$ cat src/rtl/cache_pkg.sv
package cache_pkg;

  // Response classification seen on rsp_kind
  typedef enum logic [1:0] {
    KIND_HIT  = 2'b00,
    KIND_COLD = 2'b01,
    KIND_HOT  = 2'b10
  } access_kind_e;

  // Controller states
  typedef enum logic [1:0] {
    ST_IDLE = 2'd0,
    ST_LOOK = 2'd1,
    ST_FILL = 2'd2
  } ctrl_state_e;

endpackage

$ cat src/rtl/cache_sdp_ram.sv
// Simple dual-port store: one synchronous write port, one registered read port.
module cache_sdp_ram #(
  parameter int DW = 32,
  parameter int AW = 4
) (
  input  logic          clk,
  input  logic          we,
  input  logic [AW-1:0] waddr,
  input  logic [DW-1:0] wdata,
  input  logic          re,
  input  logic [AW-1:0] raddr,
  output logic [DW-1:0] rdata
);
  localparam int DEPTH = 1 << AW;

  logic [DW-1:0] store [DEPTH];

  always_ff @(posedge clk) begin
    if (we) store[waddr] <= wdata;
  end

  always_ff @(posedge clk) begin
    if (re) rdata <= store[raddr];
  end
endmodule

$ cat src/rtl/cache_refill_seq.sv
// Issues one memory read per line word, ascending, one outstanding at a time.
module cache_refill_seq #(
  parameter int ADDR_W = 32,
  parameter int WIB_W  = 2,
  parameter int OFF_W  = 2
) (
  input  logic                          clk,
  input  logic                          rst,
  input  logic                          start,
  input  logic [ADDR_W-WIB_W-OFF_W-1:0] line_addr,
  input  logic                          mem_rd_valid,
  output logic                          mem_rd_req,
  output logic [ADDR_W-1:0]             mem_rd_addr,
  output logic                          beat_wr,
  output logic [WIB_W-1:0]              beat_idx,
  output logic                          beat_last
);
  localparam int LINE_W = ADDR_W - WIB_W - OFF_W;
  localparam logic [WIB_W-1:0] LAST_BEAT = {WIB_W{1'b1}};

  logic              busy_q;
  logic [WIB_W-1:0]  cnt_q;
  logic [WIB_W-1:0]  cnt_nxt;
  logic [LINE_W-1:0] line_q;

  assign cnt_nxt   = cnt_q + 1'b1;
  assign beat_wr   = busy_q & mem_rd_valid;
  assign beat_idx  = cnt_q;
  assign beat_last = beat_wr & (cnt_q == LAST_BEAT);

  always_ff @(posedge clk) begin
    if (rst) begin
      busy_q      <= 1'b0;
      cnt_q       <= '0;
      line_q      <= '0;
      mem_rd_req  <= 1'b0;
      mem_rd_addr <= '0;
    end else begin
      mem_rd_req <= 1'b0;
      if (start) begin
        busy_q      <= 1'b1;
        cnt_q       <= '0;
        line_q      <= line_addr;
        mem_rd_req  <= 1'b1;
        mem_rd_addr <= {line_addr, {WIB_W{1'b0}}, {OFF_W{1'b0}}};
      end else if (beat_wr) begin
        if (cnt_q == LAST_BEAT) begin
          busy_q <= 1'b0;
        end else begin
          cnt_q       <= cnt_nxt;
          mem_rd_req  <= 1'b1;
          mem_rd_addr <= {line_q, cnt_nxt, {OFF_W{1'b0}}};
        end
      end
    end
  end
endmodule

$ cat src/rtl/dm_line_cache.sv
module dm_line_cache
  import cache_pkg::*;
#(
  parameter int ADDR_W     = 32,
  parameter int WORD_W     = 32,
  parameter int LINES      = 4,
  parameter int LINE_WORDS = 4
) (
  input  logic              clk,
  input  logic              rst,
  input  logic              req_valid,
  output logic              req_ready,
  input  logic [ADDR_W-1:0] req_addr,
  output logic              rsp_valid,
  output logic [WORD_W-1:0] rsp_data,
  output logic [1:0]        rsp_kind,
  output logic              mem_rd_req,
  output logic [ADDR_W-1:0] mem_rd_addr,
  input  logic              mem_rd_valid,
  input  logic [WORD_W-1:0] mem_rd_data
);
  localparam int OFF_W   = $clog2(WORD_W / 8);
  localparam int WIB_W   = $clog2(LINE_WORDS);
  localparam int IDX_W   = $clog2(LINES);
  localparam int TAG_W   = ADDR_W - IDX_W - WIB_W - OFF_W;
  localparam int DADDR_W = IDX_W + WIB_W;

  // Request address fields
  logic [TAG_W-1:0] req_tag;
  logic [IDX_W-1:0] req_idx;
  logic [WIB_W-1:0] req_wib;
  assign req_tag = req_addr[ADDR_W-1 -: TAG_W];
  assign req_idx = req_addr[OFF_W+WIB_W +: IDX_W];
  assign req_wib = req_addr[OFF_W +: WIB_W];

  ctrl_state_e      state_q;
  logic [TAG_W-1:0] a_tag_q;
  logic [IDX_W-1:0] a_idx_q;
  logic [WIB_W-1:0] a_wib_q;
  logic [LINES-1:0] line_valid_q;
  access_kind_e     kind_hold_q;
  logic [WORD_W-1:0] pick_q;

  logic              accept;
  logic              lookup_hit;
  logic              fill_start;
  logic [TAG_W-1:0]  tag_rd;
  logic [WORD_W-1:0] data_rd;
  logic              beat_wr;
  logic [WIB_W-1:0]  beat_idx;
  logic              fill_last;

  assign req_ready  = (state_q == ST_IDLE);
  assign accept     = req_valid & req_ready;
  assign lookup_hit = line_valid_q[a_idx_q] & (tag_rd == a_tag_q);
  assign fill_start = (state_q == ST_LOOK) & ~lookup_hit;

  // Tag store: read on accept, written when the last refill word lands
  cache_sdp_ram #(.DW(TAG_W), .AW(IDX_W)) u_tag_ram (
    .clk   (clk),
    .we    (fill_last),
    .waddr (a_idx_q),
    .wdata (a_tag_q),
    .re    (accept),
    .raddr (req_idx),
    .rdata (tag_rd)
  );

  // Data store: one word per entry, addressed by {slot, word}
  cache_sdp_ram #(.DW(WORD_W), .AW(DADDR_W)) u_data_ram (
    .clk   (clk),
    .we    (beat_wr),
    .waddr ({a_idx_q, beat_idx}),
    .wdata (mem_rd_data),
    .re    (accept),
    .raddr ({req_idx, req_wib}),
    .rdata (data_rd)
  );

  cache_refill_seq #(.ADDR_W(ADDR_W), .WIB_W(WIB_W), .OFF_W(OFF_W)) u_refill (
    .clk          (clk),
    .rst          (rst),
    .start        (fill_start),
    .line_addr    ({a_tag_q, a_idx_q}),
    .mem_rd_valid (mem_rd_valid),
    .mem_rd_req   (mem_rd_req),
    .mem_rd_addr  (mem_rd_addr),
    .beat_wr      (beat_wr),
    .beat_idx     (beat_idx),
    .beat_last    (fill_last)
  );

  always_ff @(posedge clk) begin
    if (rst) begin
      state_q      <= ST_IDLE;
      a_tag_q      <= '0;
      a_idx_q      <= '0;
      a_wib_q      <= '0;
      line_valid_q <= '0;
      kind_hold_q  <= KIND_COLD;
      pick_q       <= '0;
      rsp_valid    <= 1'b0;
      rsp_data     <= '0;
      rsp_kind     <= KIND_HIT;
    end else begin
      rsp_valid <= 1'b0;
      unique case (state_q)
        ST_IDLE: begin
          if (accept) begin
            a_tag_q <= req_tag;
            a_idx_q <= req_idx;
            a_wib_q <= req_wib;
            state_q <= ST_LOOK;
          end
        end
        ST_LOOK: begin
          if (lookup_hit) begin
            rsp_valid <= 1'b1;
            rsp_data  <= data_rd;
            rsp_kind  <= KIND_HIT;
            state_q   <= ST_IDLE;
          end else begin
            kind_hold_q           <= line_valid_q[a_idx_q] ? KIND_HOT : KIND_COLD;
            line_valid_q[a_idx_q] <= 1'b0;
            state_q               <= ST_FILL;
          end
        end
        ST_FILL: begin
          if (beat_wr && (beat_idx == a_wib_q)) pick_q <= mem_rd_data;
          if (fill_last) begin
            line_valid_q[a_idx_q] <= 1'b1;
            rsp_valid <= 1'b1;
            rsp_data  <= (beat_idx == a_wib_q) ? mem_rd_data : pick_q;
            rsp_kind  <= kind_hold_q;
            state_q   <= ST_IDLE;
          end
        end
        default: state_q <= ST_IDLE;
      endcase
    end
  end
endmodule

$ cat config.mk
export PLATFORM = sky130hd
export DESIGN_NAME = dm_line_cache
export DESIGN_NICKNAME = d
export VERILOG_FILES = /design/src/rtl/cache_pkg.sv /design/src/rtl/cache_sdp_ram.sv /design/src/rtl/cache_refill_seq.sv /design/src/rtl/dm_line_cache.sv
export SDC_FILE = /design/constraint.sdc
export NUM_CORES = 1
export LEC_CHECK = 0
export ABC_AREA = 1
export BUFFER_PORTS_ARGS = -buffer_cell sky130_fd_sc_hd__buf_2
export CORE_ASPECT_RATIO = 0.8
export CORE_MARGIN = 5
export CORE_UTILIZATION = 35
export DETAILED_ROUTE_END_ITERATION = 10
export GPL_ROUTABILITY_DRIVEN = 1
export PLACE_DENSITY = 0.61
export SLEW_MARGIN = 20
export SYNTH_ARGS = -nofsm -noshare
export SYNTH_HDL_FRONTEND = slang
export SYNTH_SLANG_ARGS = --single-unit
$ cat constraint.sdc
create_clock -name clk -period 3 [get_ports clk]
set_input_delay 0.6 -clock clk [delete_from_list [all_inputs] [get_ports clk]]
set_output_delay 0.6 -clock clk [all_outputs]
set_load 0.02 [all_outputs]
======== Word level (Yosys, flattened, before mapping) ========
Memories as Yosys holds them, arrays and structs flattened. A register that Yosys moved wholly into a read port is not among the register bits.
Cells that the tools add are included.
operators by class
  equal/unequal tests ..................... 10
  mux-type cells .......................... 34
  reductions and logical operators ........ 16
  add/sub/neg operators ................... 1
  magnitude comparators ................... 2
  bitwise logic cells ..................... 10
operators by type and width
  operator             count
  $mux 32              6
  $pmux 32 s2          1
  $eq 26x26->1         1
  $reduce_and 2->1     7
  $mux 1               13
  $mux 2               6
  $mux 4               2
  $ne 2x2->1 const B   4
  $pmux 4 s2           1
  $pmux 2 s3           1
  $reduce_and 3->1     2
  $reduce_bool 2->1    3
  $and 1x1->1          5
  $and 4x4->4          1
  $eq 2x2->1 const B   2
  $not 4->4            1
  $or 4x4->4           1
  $pmux 2 s2           1
  $lt 2x3->1 const B   1
  $add 2x1->2 const B  1
  $bmux 1 s2           1
  $demux 1 s2          1
  $eq 2x1->1 const B   1
  $eq 2x2->1           1
  7 further kinds      9
word-level totals
  word-level logic and storage cells ...... 90
  memories kept ........................... 2
  register bits ........................... 165
  RAM bits ................................ 616
memories
  memory            words  bits a word  read ports  clocked after memory_dff  write ports  RTL line             text
  u_data_ram.store  16     32           1           1                         1            cache_sdp_ram.sv:16  logic [DW-1:0] store [DEPTH];
  u_tag_ram.store   4      26           1           1                         1            cache_sdp_ram.sv:16

======== Depth between registers and ports, before layout ========
  depth in word-level cells ............... 8
  mapped depth ............................ 15
  depth with buffers taken out ............ 13

======== By module ========
Synthesis repeated with hierarchy kept, for this count alone.
unflattened totals
  cells, all modules ...................... 3624
  area, all modules ....................... 36132.2 sq um
modules (own cells, without submodules)
  module                       times used  area each (sq um)  cells an instance
  cache_sdp_ram at u_data_ram  1           23050.9            2120
  dm_line_cache                1           5365.1             744
  cache_sdp_ram at u_tag_ram   1           5227.5             441
  cache_refill_seq             1           2488.6             319

======== Worst setup path before layout ========
No wires, ideal clock.
  path kind ............................... register to register
  start ................................... register state_q[0]
  end ..................................... register u_data_ram.rdata[0], read port of u_data_ram.store (enable)
  stages on the path, launching flop included .. 6
  setup time .............................. 0.445 ns
  data arrival time ....................... 2.821 ns
  path slack .............................. -0.266 ns
  path through ............................ dfxtp_1 > inv_1 > ha_1 > nand2_1 > clkinv_1 > clkbuf_1
on the way
  word-level cells in the longest chain between the ends .. 2
RTL lines
  element                 RTL line              text
  start, declared         dm_line_cache.sv:36   ctrl_state_e state_q;
  start signal, assigned  dm_line_cache.sv:95   state_q <= ST_IDLE;
  start signal, assigned  dm_line_cache.sv:113  state_q <= ST_LOOK;
  start signal, assigned  dm_line_cache.sv:121  state_q <= ST_IDLE;
  $logic_not 2->1         dm_line_cache.sv:53   assign req_ready = (state_q == ST_IDLE);
  net req_ready           dm_line_cache.sv:12   output logic req_ready,
  $and 1x1->1             dm_line_cache.sv:54   assign accept = req_valid & req_ready;
  net accept              dm_line_cache.sv:44   logic accept;
  end, declared           cache_sdp_ram.sv:12   output logic [DW-1:0] rdata
The timed path passes the listed nets, and every way through them passes these cells.
A chain may end at the register's enable or synchronous reset.

======== Worst setup path after layout ========
  start ................................... register a_tag_q[0]
  end ..................................... register rsp_data[20]
on the way
  word-level cells in the longest chain between the ends .. 4
RTL lines
  element                            RTL line              text
  start, declared                    dm_line_cache.sv:37   logic [TAG_W-1:0] a_tag_q;
  start signal, assigned             dm_line_cache.sv:110  a_tag_q <= req_tag;
  $eq 26x26->1                       dm_line_cache.sv:55   assign lookup_hit = line_valid_q[a_idx_q] & (tag_rd == a_tag_q);
  $and 1x1->1                        dm_line_cache.sv:55
  $ne 2x2->1 (no source line)        n/a
  $reduce_and 3->1 (no source line)  n/a
  end signal, assigned               dm_line_cache.sv:119  rsp_data <= data_rd;
  end signal, assigned               dm_line_cache.sv:133  rsp_data <= (beat_idx == a_wib_q) ? mem_rd_data : pick_q;
  end, declared                      dm_line_cache.sv:15   output logic [WORD_W-1:0] rsp_data,
No other way between the ends.

==> metrics <==
met2 wire length=39.50 mm; Filler Cells Inserted=8837; Clk Tree Root Cell=clkbuf_16; vias per cell=5.114; area occupied by multi-input gates=0.008328 sq mm; Mapped Area=0.03334 sq mm; R2R setup slack=0.54 ns; Slowest cell on crit path=dfxtp_1; CTS tree=built; Max Freq=0.4067 GHz; Tcrit/Tclk final=0.8197; RSZ-0062 raised after global routing=no; grt total ovfl=0; WL per Instance=20.93 um; Post-synth EDFFs=674; crit path launch type=register; Chip Height=286.1 um; CP Cell Sequence=nand2_1 -> nand2_1 -> nand2_1 -> nor2_1 -> nand2_1 -> nor2_1 -> nand2_4 -> nand2_4 -> nand2_2 -> buf_12 -> nand2_1 -> a21oi_1; drt pass-1 iters=5; FF/Latch Area=0.02354 sq mm; Clk network pwr share=0.387; global-route wire length before repair=129.9 mm; share of cells above drive strength 1=0.1320; synth unique cells=34; CP max FO=20; crit end category=register; required time of the critical path=3.47 ns; vias in the first global route=19961; Avg Cell Area, Syn=12.15 sq um; clock buffer depth=3; pwr dens=707.6 mW/mm^2; routed length on met1=40.61 mm; hold_sp=req_addr[18]; DIE AREA=0.1016 sq mm; Synth warnings=0; crit path capture=rsp_data[20]$_SDFFE_PP0P_; Final Critical Period=2.459 ns; largest net degree at the start of global routing=138; RR Startpoint=a_tag_q[0]$_SDFFE_PP0P_; skew final=0.02551 ns; Pint=20.17 mW; die width=355.1 um; htree depth=3; Detailed Route WL=87.41 mm; #FFs+latches synth=839; Crit path top cell by count=nand2_1; max-capacitance violation count=0; Worst Hold Class=primary input to register; # setup viols final=0; Max transition margin=0.3587; VDD IR max=399.8 uV; Gate Count Post-Synth=2743; total global-route track usage=0.1681; io pins=137; crit path DAT=2.93 ns; highest routed layer=met5; Worst Setup SP=a_tag_q[0]$_SDFFE_PP0P_; # DRC=0; Setup TNS=0 ns; # Post-CTS Setup Buffers=0; post-cts sizing count=0; core area=0.09478 sq mm; via total after detailed routing=21354; Combinational Power Share=0.124; initial antenna violation count=9; drt first-iter violations=1807; Crit Reg-Reg Endpoint=rsp_data[20]$_SDFFE_PP0P_; # rows=101; Sw Ratio=0.2638; GPL Wtd Cong=0.7743; Seq pwr share=0.488; outcome=finished, final reports clean; IO buf count=132; max incr delay on CP=0.45 ns; Clk pin slew, worst setup/hold paths=0.06 ns; worst-case reg-to-reg path depth=12; Post-synth ARST share=0; cts bufs inserted=85; worst-margin pin slew=0.9620 ns; Final Hold Viols=0; met3 wire len=5.454 mm; Final ANT Viol Nets=0; Initial Utilization=0.3518; area growth from synthesis to layout=16.12%; CTS Hold Buffers Added=0; final core utilization=0.4085; Switch Pwr=7.227 mW; top_reg_cell synth=edfxtp_1; register area share after synthesis=0.7061; Crit Path Class=register to register; Clk Latency, worst-skew pair=0.65 ns; clock sink total=839; Final #Nets=2941; Max Slew Vio Count=0; DPL Wire Length=49.31 mm; Leak=14.09 nW
==> worst max-delay path: cells and delay by family, from the launching register on <==
kind                   cells  cell delay (ns)
flip-flops                 1             0.45
AND/OR/NAND/NOR           10             1.49
buffers and inverters      1             0.26
AO/OA/AOI/OAI              1             0.05
==> per-layer routing <==
layer / vias to the layer above / track usage
met2: 609 / 0.2618
met4: 8 / 0.03669
met1: 10530 / 0.2456
li1: 10073 / -
met5: - / 0
met3: 134 / 0.03200
==> power by group through the flow <==
stage / clock (mW) / combinational [mW] / sequential, mW
after detailed placement: 0 / 3.41 / 13.6
after global placement: 0 / 3.38 / 13.6
after global routing: 11.3 / 3.73 / 13.4
after floorplan: 0 / 1.83 / 13.8
after CTS: 10.8 / 3.43 / 13.4
final: 10.6 / 3.41 / 13.4
==> worst min path at each step <==
stage / to / depth (start not counted) / slack [ns]
floorplan: pick_q[0]$_SDFFE_PP0P_ / 2 / 0.42
global placement: pick_q[20]$_SDFFE_PP0P_ / 2 / 0.43
detailed placement: pick_q[17]$_SDFFE_PP0P_ / 2 / 0.43
CTS: a_tag_q[11]$_SDFFE_PP0P_ / 3 / 0.19
global route: a_tag_q[16]$_SDFFE_PP0P_ / 3 / 0.21
finish: a_tag_q[12]$_SDFFE_PP0P_ / 3 / 0.23
==> cell usage after synthesis (2+ instances only) <==
cell type  instances  area share
o22ai_1           26      0.0049
nor2_1           195       0.022
o211ai_1         128       0.029
nand4_1            5     0.00094
dfxtp_1          165       0.099
clkbuf_1         113       0.013
nand2_4            2     0.00068
edfxtp_1         674        0.61
clkinv_1           2     0.00023
a21oi_1          302       0.045
inv_2              8     0.00090
nand3_1          121       0.018
buf_4             15      0.0034
nand3b_1          22      0.0050
o21ai_0          273       0.041
inv_1            202       0.023
mux2i_1          128       0.038
buf_6              6      0.0020
xnor2_1           12      0.0032
nand2_1          277       0.031
xor2_1             4      0.0011
buf_2             34      0.0051
buf_1             12      0.0014
ha_1               7      0.0026
==> per-stage QoR <==
stage | instances | setup WS [ns] | area [sq um] | power, mW | hold WS [ns]
after floorplan | 2744 | 0.3156 | 33340 | 15.60 | 0.4237
after global placement | 4015 | 0.5698 | 35890 | 17.00 | 0.4302
after detailed placement | 4015 | 0.5592 | 35890 | 17.03 | 0.4342
after CTS | 4175 | 0.5437 | 38710 | 27.62 | 0.1937
after global routing | 4175 | 0.2798 | 38710 | 28.45 | 0.2115
final | 4176 | 0.5409 | 38710 | 27.40 | 0.2327
==> cell families after synthesis <==
| logic type | count (synthesis) | synth area share |
|---|---|---|
| flip-flops | 839 | 0.7061 |
| AND/OR/NAND/NOR | 626 | 0.07889 |
| adder cells (fa/ha/maj) | 7 | 0.002627 |
| other | 1 | 0.0001125 |
| AO/OA/AOI/OAI | 734 | 0.1211 |
| multiplexers | 128 | 0.03843 |
| XOR/XNOR | 16 | 0.004203 |
| buffers and inverters | 392 | 0.04845 |
==> cell usage in the layout, fill, tap and decap left out, types with 6 or more instances in the layout <==
master and instances:
nand3b_1 22, o21ai_0 273, a21oi_1 302, clkinv_2 14, ha_1 6, clkbuf_8 10
o211ai_1 128, inv_2 9, nand2_1 275, inv_1 198, clkinvlp_4 8, clkbuf_16 87
mux2i_1 128, o22ai_1 26, nor2_1 175, dfxtp_1 165, buf_2 129, nand3_1 121
edfxtp_1 674, buf_4 55, clkbuf_1 14, clkinv_1 17, xnor2_1 12, nor2_4 18
buf_12 30
==> flip-flops by register name (all words and copies together) (netlist names), 26 cells and up, named ones only <==
signal / flops
u_data_ram.store: 512
u_tag_ram.store: 104
pick_q: 32
rsp_data: 32
u_data_ram.rdata: 32
u_refill.line_q: 28
u_refill.mem_rd_addr: 28
a_tag_q: 26
u_tag_ram.rdata: 26
==> cell type report <==
cell class                      count  area share
Tap cell                         1236     0.03995
Clock inverter                     49     0.01167
Antenna cell                        1  0.00006464
Multi-Input combinational cell   1513      0.2151
Sequential cell                   839      0.6081
Clock buffer                      111     0.06115
Inverter                          212     0.02072
Timing Repair Buffer              215     0.04324
No activity file was read; power rests on OpenSTA's default activity.
